<file path="config.mk">
export PLATFORM = sky130hd
export DESIGN_NAME = cfg_segmenter
export DESIGN_NICKNAME = d
export VERILOG_FILES = /design/src/rtl/seg_pkg.sv /design/src/rtl/seg_rst_sync.sv /design/src/rtl/seg_ctrl.sv /design/src/rtl/seg_hdr_fmt.sv /design/src/rtl/cfg_segmenter.sv
export SDC_FILE = /design/constraint.sdc
export NUM_CORES = 1
export LEC_CHECK = 0
export ABC_AREA = 1
export CAP_MARGIN = 20
export CORE_UTILIZATION = 28
export DETAILED_ROUTE_END_ITERATION = 12
export PLACE_DENSITY_LB_ADDON = 0.15
export SLEW_MARGIN = 20
export SYNTH_ARGS = -nofsm -noshare
export SYNTH_HDL_FRONTEND = slang
export SYNTH_SLANG_ARGS = --single-unit
</file>
<file path="constraint.sdc">
create_clock -name clk -period 3.1 [get_ports clk]
set_clock_uncertainty 0.1 [all_clocks]
set_input_delay 0.62 -clock clk [delete_from_list [all_inputs] [get_ports clk]]
set_output_delay 0.62 -clock clk [all_outputs]
set_load 0.02 [all_outputs]
</file>
<file path="src/rtl/seg_pkg.sv">
package seg_pkg;
  typedef enum logic {
    ST_IDLE = 1'b0,
    ST_SEND = 1'b1
  } seg_state_e;

  localparam int SIZE_W = 20;
  localparam logic [4:0] MSG_LCFG_SET = 5'd4;
  localparam logic       TGT_MODULE   = 1'b1;
  localparam logic       DIR_REQUEST  = 1'b0;
endpackage

</file>
<file path="src/rtl/seg_rst_sync.sv">
module seg_rst_sync (
  input  logic clk,
  input  logic rst_n,
  output logic rst_sync_n
);
  logic [1:0] sync_q;

  always_ff @(posedge clk or negedge rst_n) begin
    if (!rst_n) sync_q <= 2'b00;
    else        sync_q <= {sync_q[0], 1'b1};
  end

  assign rst_sync_n = sync_q[1];
endmodule

</file>
<file path="src/rtl/seg_ctrl.sv">
module seg_ctrl
  import seg_pkg::*;
#(
  parameter int WIN_BYTES = 4096
) (
  input  logic              clk,
  input  logic              rst_n,
  input  logic              start_i,
  input  logic [SIZE_W-1:0] total_i,
  input  logic              ack_i,
  input  logic              err_i,
  output logic              busy_o,
  output logic              first_o,
  output logic              last_o,
  output logic [SIZE_W-1:0] rem_o,
  output logic [SIZE_W-1:0] total_o,
  output logic              load_o,
  output logic              done_o
);
  localparam logic [SIZE_W-1:0] WIN = SIZE_W'(WIN_BYTES);

  seg_state_e        state_q, state_d;
  logic [SIZE_W-1:0] rem_q, rem_d, total_q, total_d;
  logic              first_q, first_d, done_q, done_d;
  logic              last;

  assign last = (rem_q <= WIN);

  always_comb begin
    state_d = state_q;
    rem_d   = rem_q;
    total_d = total_q;
    first_d = first_q;
    done_d  = 1'b0;
    load_o  = 1'b0;
    unique case (state_q)
      ST_IDLE: begin
        if (start_i) begin
          load_o  = 1'b1;
          total_d = total_i;
          rem_d   = total_i;
          first_d = 1'b1;
          if (total_i == '0) done_d  = 1'b1;
          else               state_d = ST_SEND;
        end
      end
      ST_SEND: begin
        if (err_i) begin
          state_d = ST_IDLE;
        end else if (ack_i) begin
          first_d = 1'b0;
          if (last) begin
            state_d = ST_IDLE;
            rem_d   = '0;
            done_d  = 1'b1;
          end else begin
            rem_d = rem_q - WIN;
          end
        end
      end
      default: state_d = ST_IDLE;
    endcase
  end

  always_ff @(posedge clk or negedge rst_n) begin
    if (!rst_n) begin
      state_q <= ST_IDLE;
      rem_q   <= '0;
      total_q <= '0;
      first_q <= 1'b0;
      done_q  <= 1'b0;
    end else begin
      state_q <= state_d;
      rem_q   <= rem_d;
      total_q <= total_d;
      first_q <= first_d;
      done_q  <= done_d;
    end
  end

  assign busy_o  = (state_q == ST_SEND);
  assign first_o = first_q;
  assign last_o  = last;
  assign rem_o   = rem_q;
  assign total_o = total_q;
  assign done_o  = done_q;

  // a failed transaction returns the control to idle
  assert_err_idle_R9: assert property (@(posedge clk) disable iff (!rst_n)
    (busy_o && err_i) |=> !busy_o);

  // remaining count is frozen while waiting for completion
  assert_rem_hold_R8: assert property (@(posedge clk) disable iff (!rst_n)
    (busy_o && !ack_i && !err_i) |=> $stable(rem_q));
endmodule

</file>
<file path="src/rtl/seg_hdr_fmt.sv">
module seg_hdr_fmt
  import seg_pkg::*;
#(
  parameter int WIN_BYTES = 4096,
  parameter int LEN_W     = $clog2(WIN_BYTES + 1)
) (
  input  logic              clk,
  input  logic              rst_n,
  input  logic              load_i,
  input  logic [7:0]        param_i,
  input  logic [15:0]       module_i,
  input  logic [7:0]        inst_i,
  input  logic              first_i,
  input  logic              last_i,
  input  logic [SIZE_W-1:0] total_i,
  input  logic [SIZE_W-1:0] rem_i,
  output logic [31:0]       prim_o,
  output logic [31:0]       ext_o,
  output logic [SIZE_W-1:0] off_o,
  output logic [LEN_W-1:0]  len_o
);
  logic [7:0]  param_q;
  logic [15:0] module_q;
  logic [7:0]  inst_q;

  always_ff @(posedge clk or negedge rst_n) begin
    if (!rst_n) begin
      param_q  <= '0;
      module_q <= '0;
      inst_q   <= '0;
    end else if (load_i) begin
      param_q  <= param_i;
      module_q <= module_i;
      inst_q   <= inst_i;
    end
  end

  logic [SIZE_W-1:0] off;

  always_comb begin
    off    = total_i - rem_i;
    len_o  = last_i ? rem_i[LEN_W-1:0] : LEN_W'(WIN_BYTES);
    off_o  = off;
    prim_o = {1'b0, TGT_MODULE, DIR_REQUEST, MSG_LCFG_SET, inst_q, module_q};
    ext_o  = {2'b00, first_i, last_i, param_q, (first_i ? total_i : off)};
  end
endmodule

</file>
<file path="src/rtl/cfg_segmenter.sv">
module cfg_segmenter
  import seg_pkg::*;
#(
  parameter int WIN_BYTES = 4096,
  parameter int LEN_W     = $clog2(WIN_BYTES + 1)
) (
  input  logic              clk,
  input  logic              rst_n,
  input  logic              start_i,
  input  logic [SIZE_W-1:0] total_size_i,
  input  logic [7:0]        param_id_i,
  input  logic [15:0]       module_id_i,
  input  logic [7:0]        inst_id_i,
  input  logic              ack_i,
  input  logic              err_i,
  output logic [31:0]       prim_o,
  output logic [31:0]       ext_o,
  output logic [SIZE_W-1:0] chunk_off_o,
  output logic [LEN_W-1:0]  chunk_len_o,
  output logic              chunk_vld_o,
  output logic              done_o
);
  logic              rst_sync_n;
  logic              busy, first, last, load;
  logic [SIZE_W-1:0] rem, total;

  seg_rst_sync u_rst (
    .clk        (clk),
    .rst_n      (rst_n),
    .rst_sync_n (rst_sync_n)
  );

  seg_ctrl #(.WIN_BYTES(WIN_BYTES)) u_ctrl (
    .clk     (clk),
    .rst_n   (rst_sync_n),
    .start_i (start_i),
    .total_i (total_size_i),
    .ack_i   (ack_i),
    .err_i   (err_i),
    .busy_o  (busy),
    .first_o (first),
    .last_o  (last),
    .rem_o   (rem),
    .total_o (total),
    .load_o  (load),
    .done_o  (done_o)
  );

  seg_hdr_fmt #(.WIN_BYTES(WIN_BYTES), .LEN_W(LEN_W)) u_fmt (
    .clk      (clk),
    .rst_n    (rst_sync_n),
    .load_i   (load),
    .param_i  (param_id_i),
    .module_i (module_id_i),
    .inst_i   (inst_id_i),
    .first_i  (first),
    .last_i   (last),
    .total_i  (total),
    .rem_i    (rem),
    .prim_o   (prim_o),
    .ext_o    (ext_o),
    .off_o    (chunk_off_o),
    .len_o    (chunk_len_o)
  );

  assign chunk_vld_o = busy;

  // chunk length is nonzero and within the window
  assert_len_bounds_R3: assert property (@(posedge clk) disable iff (!rst_sync_n)
    chunk_vld_o |-> (chunk_len_o != '0 && chunk_len_o <= LEN_W'(WIN_BYTES)));

  // the initial flag only appears at offset zero
  assert_init_at_zero_R6: assert property (@(posedge clk) disable iff (!rst_sync_n)
    (chunk_vld_o && ext_o[29]) |-> (chunk_off_o == '0));

  // chunk held stable until completion
  assert_hold_R8: assert property (@(posedge clk) disable iff (!rst_sync_n)
    (chunk_vld_o && !ack_i && !err_i) |=>
      (chunk_vld_o && $stable(ext_o) && $stable(prim_o) && $stable(chunk_len_o)));

  // error ends the sequence without a done pulse
  assert_err_stop_R9: assert property (@(posedge clk) disable iff (!rst_sync_n)
    (chunk_vld_o && err_i) |=> (!chunk_vld_o && !done_o));

  // done never overlaps a valid chunk
  assert_done_excl_R13: assert property (@(posedge clk) disable iff (!rst_sync_n)
    done_o |-> !chunk_vld_o);

  // parameter ID constant across consecutive chunks
  assert_param_const_R5: assert property (@(posedge clk) disable iff (!rst_sync_n)
    (chunk_vld_o && $past(chunk_vld_o)) |-> (ext_o[27:20] == $past(ext_o[27:20])));
endmodule

</file>
[After elaboration in Yosys (flattened, before gate mapping)]
Index checks and enable logic that the tools add are counted.
Word-level totals
  flip-flop bits (word level): 77
  output and inout port bits: 99
Operators by class
  mux-type cells: 25
  reductions and logical operators: 3
  add/sub/neg operators: 2
  equality and inequality tests: 3
  $lt $le $gt $ge: 1
  bitwise logic cells: 1
Operators by type and width (number)
  $mux W20: 5
  $pmux W20 S2: 1
  $le A20 B13 Y1 const B: 1
  $logic_not A20 Y1: 1
  $sub A20 B13 Y20 const B: 1
  $sub A20 B20 Y20: 1
  $mux W1: 15
  $mux W13: 1
  $ne A2 B2 Y1 const B: 3
  $pmux W1 S2: 3
  $reduce_and A3 Y1: 1
  $reduce_and A2 Y1: 1
  $not A1 Y1: 1

[Logic depth before layout (Yosys ltp)]
  depth after elaboration: 5
  gate-level depth with buffers: 13
  gate-level depth less buffers: 13

[Modules after synthesis]
From an unflattened synthesis, not the netlist that was laid out.
Second synthesis, totals
  cell total of the unflattened synthesis: 684
  area total of the unflattened synthesis: 5113.7 µm²
Modules (own cells, without submodules)
  seg_hdr_fmt: times used 1, cells each 429, area an instance 3060.4 µm²
  seg_ctrl: times used 1, cells each 252, area an instance 1999.4 µm²
  seg_rst_sync: times used 1, cells each 3, area an instance 53.8 µm²

[Worst setup path after synthesis]
Ideal clock, no wire load.
  path type: flip-flop to output port
  start point: reg u_ctrl.total_q[0] (netlist: u_ctrl.total_o[0])
  end point: out ext_o[6]
  arrival: 2068 ps
  stages on the path, launching flop included: 12
  slack: 312 ps
  buffers on the path: 0
  data required time: 2380 ps
  cells stage by stage: dfrtp_1 -> inv_1 -> ha_1 -> fa_1 -> inv_1 -> nand3_1 -> nand2_1 -> nand2_1 -> nand2_1 -> xor2_1 -> nand2_1 -> o21ai_0
On the way
  longest elaborated chain between the ends: 2
RTL lines
  from (decl): line seg_ctrl.sv:23  | logic [SIZE_W-1:0] rem_q, rem_d, total_q, total_d;
  from (signal assigned): line seg_ctrl.sv:75  | total_q <= total_d;
  $sub A20 B20 Y20: line seg_hdr_fmt.sv:41  | off = total_i - rem_i;
  net chunk_off_o[6]: line cfg_segmenter.sv:18  | output logic [SIZE_W-1:0] chunk_off_o,
  $mux W20: line seg_hdr_fmt.sv:45  | ext_o = {2'b00, first_i, last_i, param_q, (first_i ? total_i : off)};
  to (decl): line cfg_segmenter.sv:17  | output logic [31:0] ext_o,
The timed path passes the listed nets, and every way through them passes these cells.

[Worst setup path in the final report]
  start point: reg u_ctrl.rem_q[13] (netlist: u_ctrl.rem_o[13])
  end point: out chunk_len_o[0]
On the way
  longest elaborated chain between the ends: 2
RTL lines
  from (decl): line seg_ctrl.sv:23
  from (signal assigned): line seg_ctrl.sv:74  | rem_q <= rem_d;
  $le A20 B13 Y1: line seg_ctrl.sv:27  | assign last = (rem_q <= WIN);
  $mux W13: line seg_hdr_fmt.sv:42  | len_o = last_i ? rem_i[LEN_W-1:0] : LEN_W'(WIN_BYTES);
  to (decl): line cfg_segmenter.sv:19  | output logic [LEN_W-1:0] chunk_len_o,
No other way between the ends.

==> metrics.md <==
| Metric | Value |
|---|---|
| Post-synth top area share | 0.394 |
| CTS tree | yes |
| Nets | 952 |
| Fillers | 1800 |
| Top-count cell post-synth | nand2_1 |
| Wirelength per Cell | 14.0 um |
| H-Tree Depth | 3 |
| Syn. warnings | 0 |
| Min-Delay Path Class | register to async pin |
| RSZ-0062 raised after global routing | true |
| F_max | about 0.34 GHz |
| Unique masters post-synth | 35 |
| PD cells | about 900 nW/um2 |
| Post-synthesis cell area | 4890 um2 |
| Net Sw Frac | 0.465 |
| GPL Wtd Cong | approximately 0.89 |
| Core Region | ~17000 um2 |
| CP Max Fanout | 9 |
| Area of the die | around 18000 um2 |
| Port-buffer cells | 145 |
| Final Cell Area | 7140 um2 |
| Seq pwr share | 0.217 |
| Clk Tree Root Cell | clkbuf_16 |
| CTS Buf Count | 9 |
| Clock Pin Slew Worst Setup and Hold Paths | 0.06 ns |
| Avg Cell Area, Syn | around 7 um2 |
| Sequential area share after synthesis | 0.394 |
| Via density | 4.37 |
| CP Cell Sequence | inv_1, ha_1, nand3_1, nor2_1, nand2_1, nand2_1, nand3_2, buf_4, nor2_1, dlygate4sd2_1 |
| Tot Pwr | ~0.0066 W |
| Met2 Usage GRT | 0.281 |
| Crit share post-route | 0.960 |
| Clock Sinks | 77 |
| Initial Util | 0.291 |
| R2r startpoint | u_ctrl.rem_o[12] |
| Status | finished clean |
| Worst EP arrival | approximately 2.3 ns |
| Cell Int Power | ~0.0035 W |
| Placed Area | just under 7000 um2 |
| Initial antenna violation count | 0 |
| Area of the multi-input gates | 2740 um2 |
| Maximum clock insertion buffer count | 2 |
| Layout Cells excl Fill | ~1.1k |
| Worst path slowest cell | dfrtp_1 |
| Initial DRC Count | about 240 |
| Setup crit end kind | output port |
| Leak | roughly 3.7 nW |
| Post-synth EDFFs | 0 |
| Top_reg_cell synth | dfrtp_1 |
| Gr usage total | 0.178 |
| Grt met3 use | 0.0544 |
| Clock power frac | 0.161 |
| Met1 usage | 0.233 |
| Final WS setup | between 0.1 and 0.15 ns |
| Net Sw Power | slightly above 0.003 W |
| Area Growth Syn to Fin | 45.8% |
| Startpoint Class | register |
| Hold Vio Cnt, Final | 0 |
| Antenna Nets Post-Route | 0 |
| Max Cap Violations | 0 |
| FFs w/ async S/R, synth | 1.00 |
| Min Tclk post-route | 2.98 ns |
| Post-synthesis sequential element count | 77 |
| Later-pin clock latency in the skew report | ~0.34 ns |
| R2R depth | 10 |
| # diodes | 0 |
| Gr ovfl total | 0 |
| Share of cells above drive strength 1 | 0.167 |
| Flop-to-flop setup slack | between 1 and 1.5 ns |
| Largest stage delay, worst path | about 0.36 ns |
| Largest net degree at the start of global routing | between 70 and 80 |
| Max Slew Vio Count | 0 |
| Worst slack at placement | -0.139 ns |
| Residual DRC | 0 |
| Gate power share | 0.622 |
| HPWL Detailed | approximately 12 mm |
| Dominant cell type by area after synthesis | dfrtp_1 |
| Chip height | approximately 130 um |
| Critical path class | register to output port |
| Cts hold-fix bufs | 0 |
| # rows | 47 |
| Setup Fix Bufs, Post-CTS | 0 |
| Top post-synthesis cells by area | dfrtp_1 39%, nand2_1 23%, inv_1 6.1%, ha_1 5.4%, nand3_1 4.1% |
| Via Count | about 4.8k |
| Register Area | roughly 1900 um2 |
| Placed Cells | approximately 1.1k |
| Peak supply drop | ~370 uV |
| First-pass GRT wire length | between 20 and 25 mm |
| Gr busiest metal | met2 |
| Vias in the first global route | between 4k and 5k |
| Synth Instances | between 700 and 800 |
| Router iterations before antenna repair | 4 |
| Die X | roughly 130 um |
| Worst R2R End | u_ctrl.rem_o[18] |
| Io pins | 156 |
| Max-slew headroom | 0.656 |
| Synth cell count leaders | 295 x nand2_1, 80 x inv_1, 77 x dfrtp_1 |
| Required time worst endpoint | between 2 and 2.5 ns |
| Slew @ Worst Pin | just over 0.5 ns |
| Final setup fails | 0 |
| DRT Wirelength | about 15 mm |
[power by group through the flow]
| stage | logic, W | registers, W | clock network, W |
|---|---|---|---|
| 5_1_grt | 0.00451 | 0.00146 | 0.00113 |
| 3_3_place_gp | 0.00414 | 0.00144 | 0 |
| 6_report | 0.00408 | 0.00142 | 0.00106 |
| 2_1_floorplan | 0.00227 | 0.00152 | 0 |
| 4_1_cts | 0.00401 | 0.00143 | 0.00109 |
| 3_5_place_dp | 0.00415 | 0.00143 | 0 |
[cell usage in the layout, fill, tap and decap left out, types with 7 or more instances in the layout]
cell type,Yosys,layout
nand3_1,40,34
dlygate4sd2_1,0,15
inv_1,80,77
nand4_1,9,9
nand3_2,2,7
and2_1,15,15
inv_2,4,7
buf_4,12,34
clkbuf_2,0,19
nand2_1,295,285
dfrtp_1,77,76
o21ai_0,34,32
ha_1,21,10
buf_2,2,8
clkbuf_16,0,9
nor2_1,39,33
ha_4,0,7
nand2_2,5,14
clkdlybuf4s50_1,0,94
a21oi_1,15,9
conb_1,2,11
[how the worst max path moves through the flow]
stage,start,endpoint,slack [ns],cells after the start
finish,u_ctrl.rem_o[13],chunk_len_o[0],0.12,10
global route,u_ctrl.rem_o[10],ext_o[19],-0.05,11
CTS,u_ctrl.rem_o[8],ext_o[9],0.008,10
detailed placement,u_ctrl.total_o[0],ext_o[16],-0.14,13
global placement,u_ctrl.total_o[0],ext_o[16],-0.13,13
floorplan,u_ctrl.total_o[0],ext_o[6],0.31,11
[kinds of logic (layout without fill, tap and decap cells)]
| family | after synthesis | in the layout | share of synthesized area |
|---|---|---|---|
| AOI/OAI and AO/OA | 55 | 55 | 0.0603 |
| xor gates and xnor gates | 10 | 10 | 0.0179 |
| adders and majority gates | 22 | 22 | 0.0578 |
| buffers and inverters | 114 | 279 | 0.100 |
| DFF | 77 | 77 | 0.394 |
| other | 2 | 11 | 0.00153 |
| and+or+nand+nor | 424 | 424 | 0.369 |
[timing repair]
action | 4_1_cts | 5_1_grt
resized for setup | 105 | 87
setup endpoints to repair | 51 | 38
pin swaps | 2 | 3
endpoints found under the hold margin | 0 | 0
[critical path: cells and delay by family, from the launching register on]
kind	cells	cell delay, ns
simple gates	6	0.57
buf+inv	3	0.73
flops	1	0.36
fa+ha+maj	1	0.25
[sequential cells by signal, indices dropped and copies added, names as in the netlist]
name            count
u_ctrl.busy_o       1
u_ctrl.done_o       1
u_ctrl.first_o      1
u_ctrl.rem_o       20
u_ctrl.total_o     20
u_fmt.inst_q        8
u_fmt.module_q     16
u_fmt.param_q       8
u_rst.sync_q        2
[stage by stage]
stage / hold WS, ns / util / setup TNS [ns]
floorplan: 0.224 / - / 0
global placement: 0.234 / 0.401 / -0.773
detailed placement: 0.237 / 0.401 / -0.809
CTS: 0.250 / 0.421 / 0
global route: 0.229 / 0.424 / -0.0738
finish: 0.181 / 0.424 / 0
[metal layers]
layer | vias up | wire length [um] | share of wire
met2 | 141 | 6850 | 0.45
met5 | - | 0 | 0
met3 | 18 | 1150 | 0.075
li1 | 2493 | - | -
met4 | 0 | 245 | 0.016
met1 | 2144 | 7120 | 0.46
[area by class of cell]
cell class	instances	share of cell area
Clock buffer	10	0.0321
Clock inverter	6	0.00894
Inverter	85	0.0447
Multi-Input combinational cell	522	0.384
Sequential cell	77	0.270
Tap cell	220	0.0386
Timing Repair Buffer	178	0.221
Power figures use the tool's default switching activity.
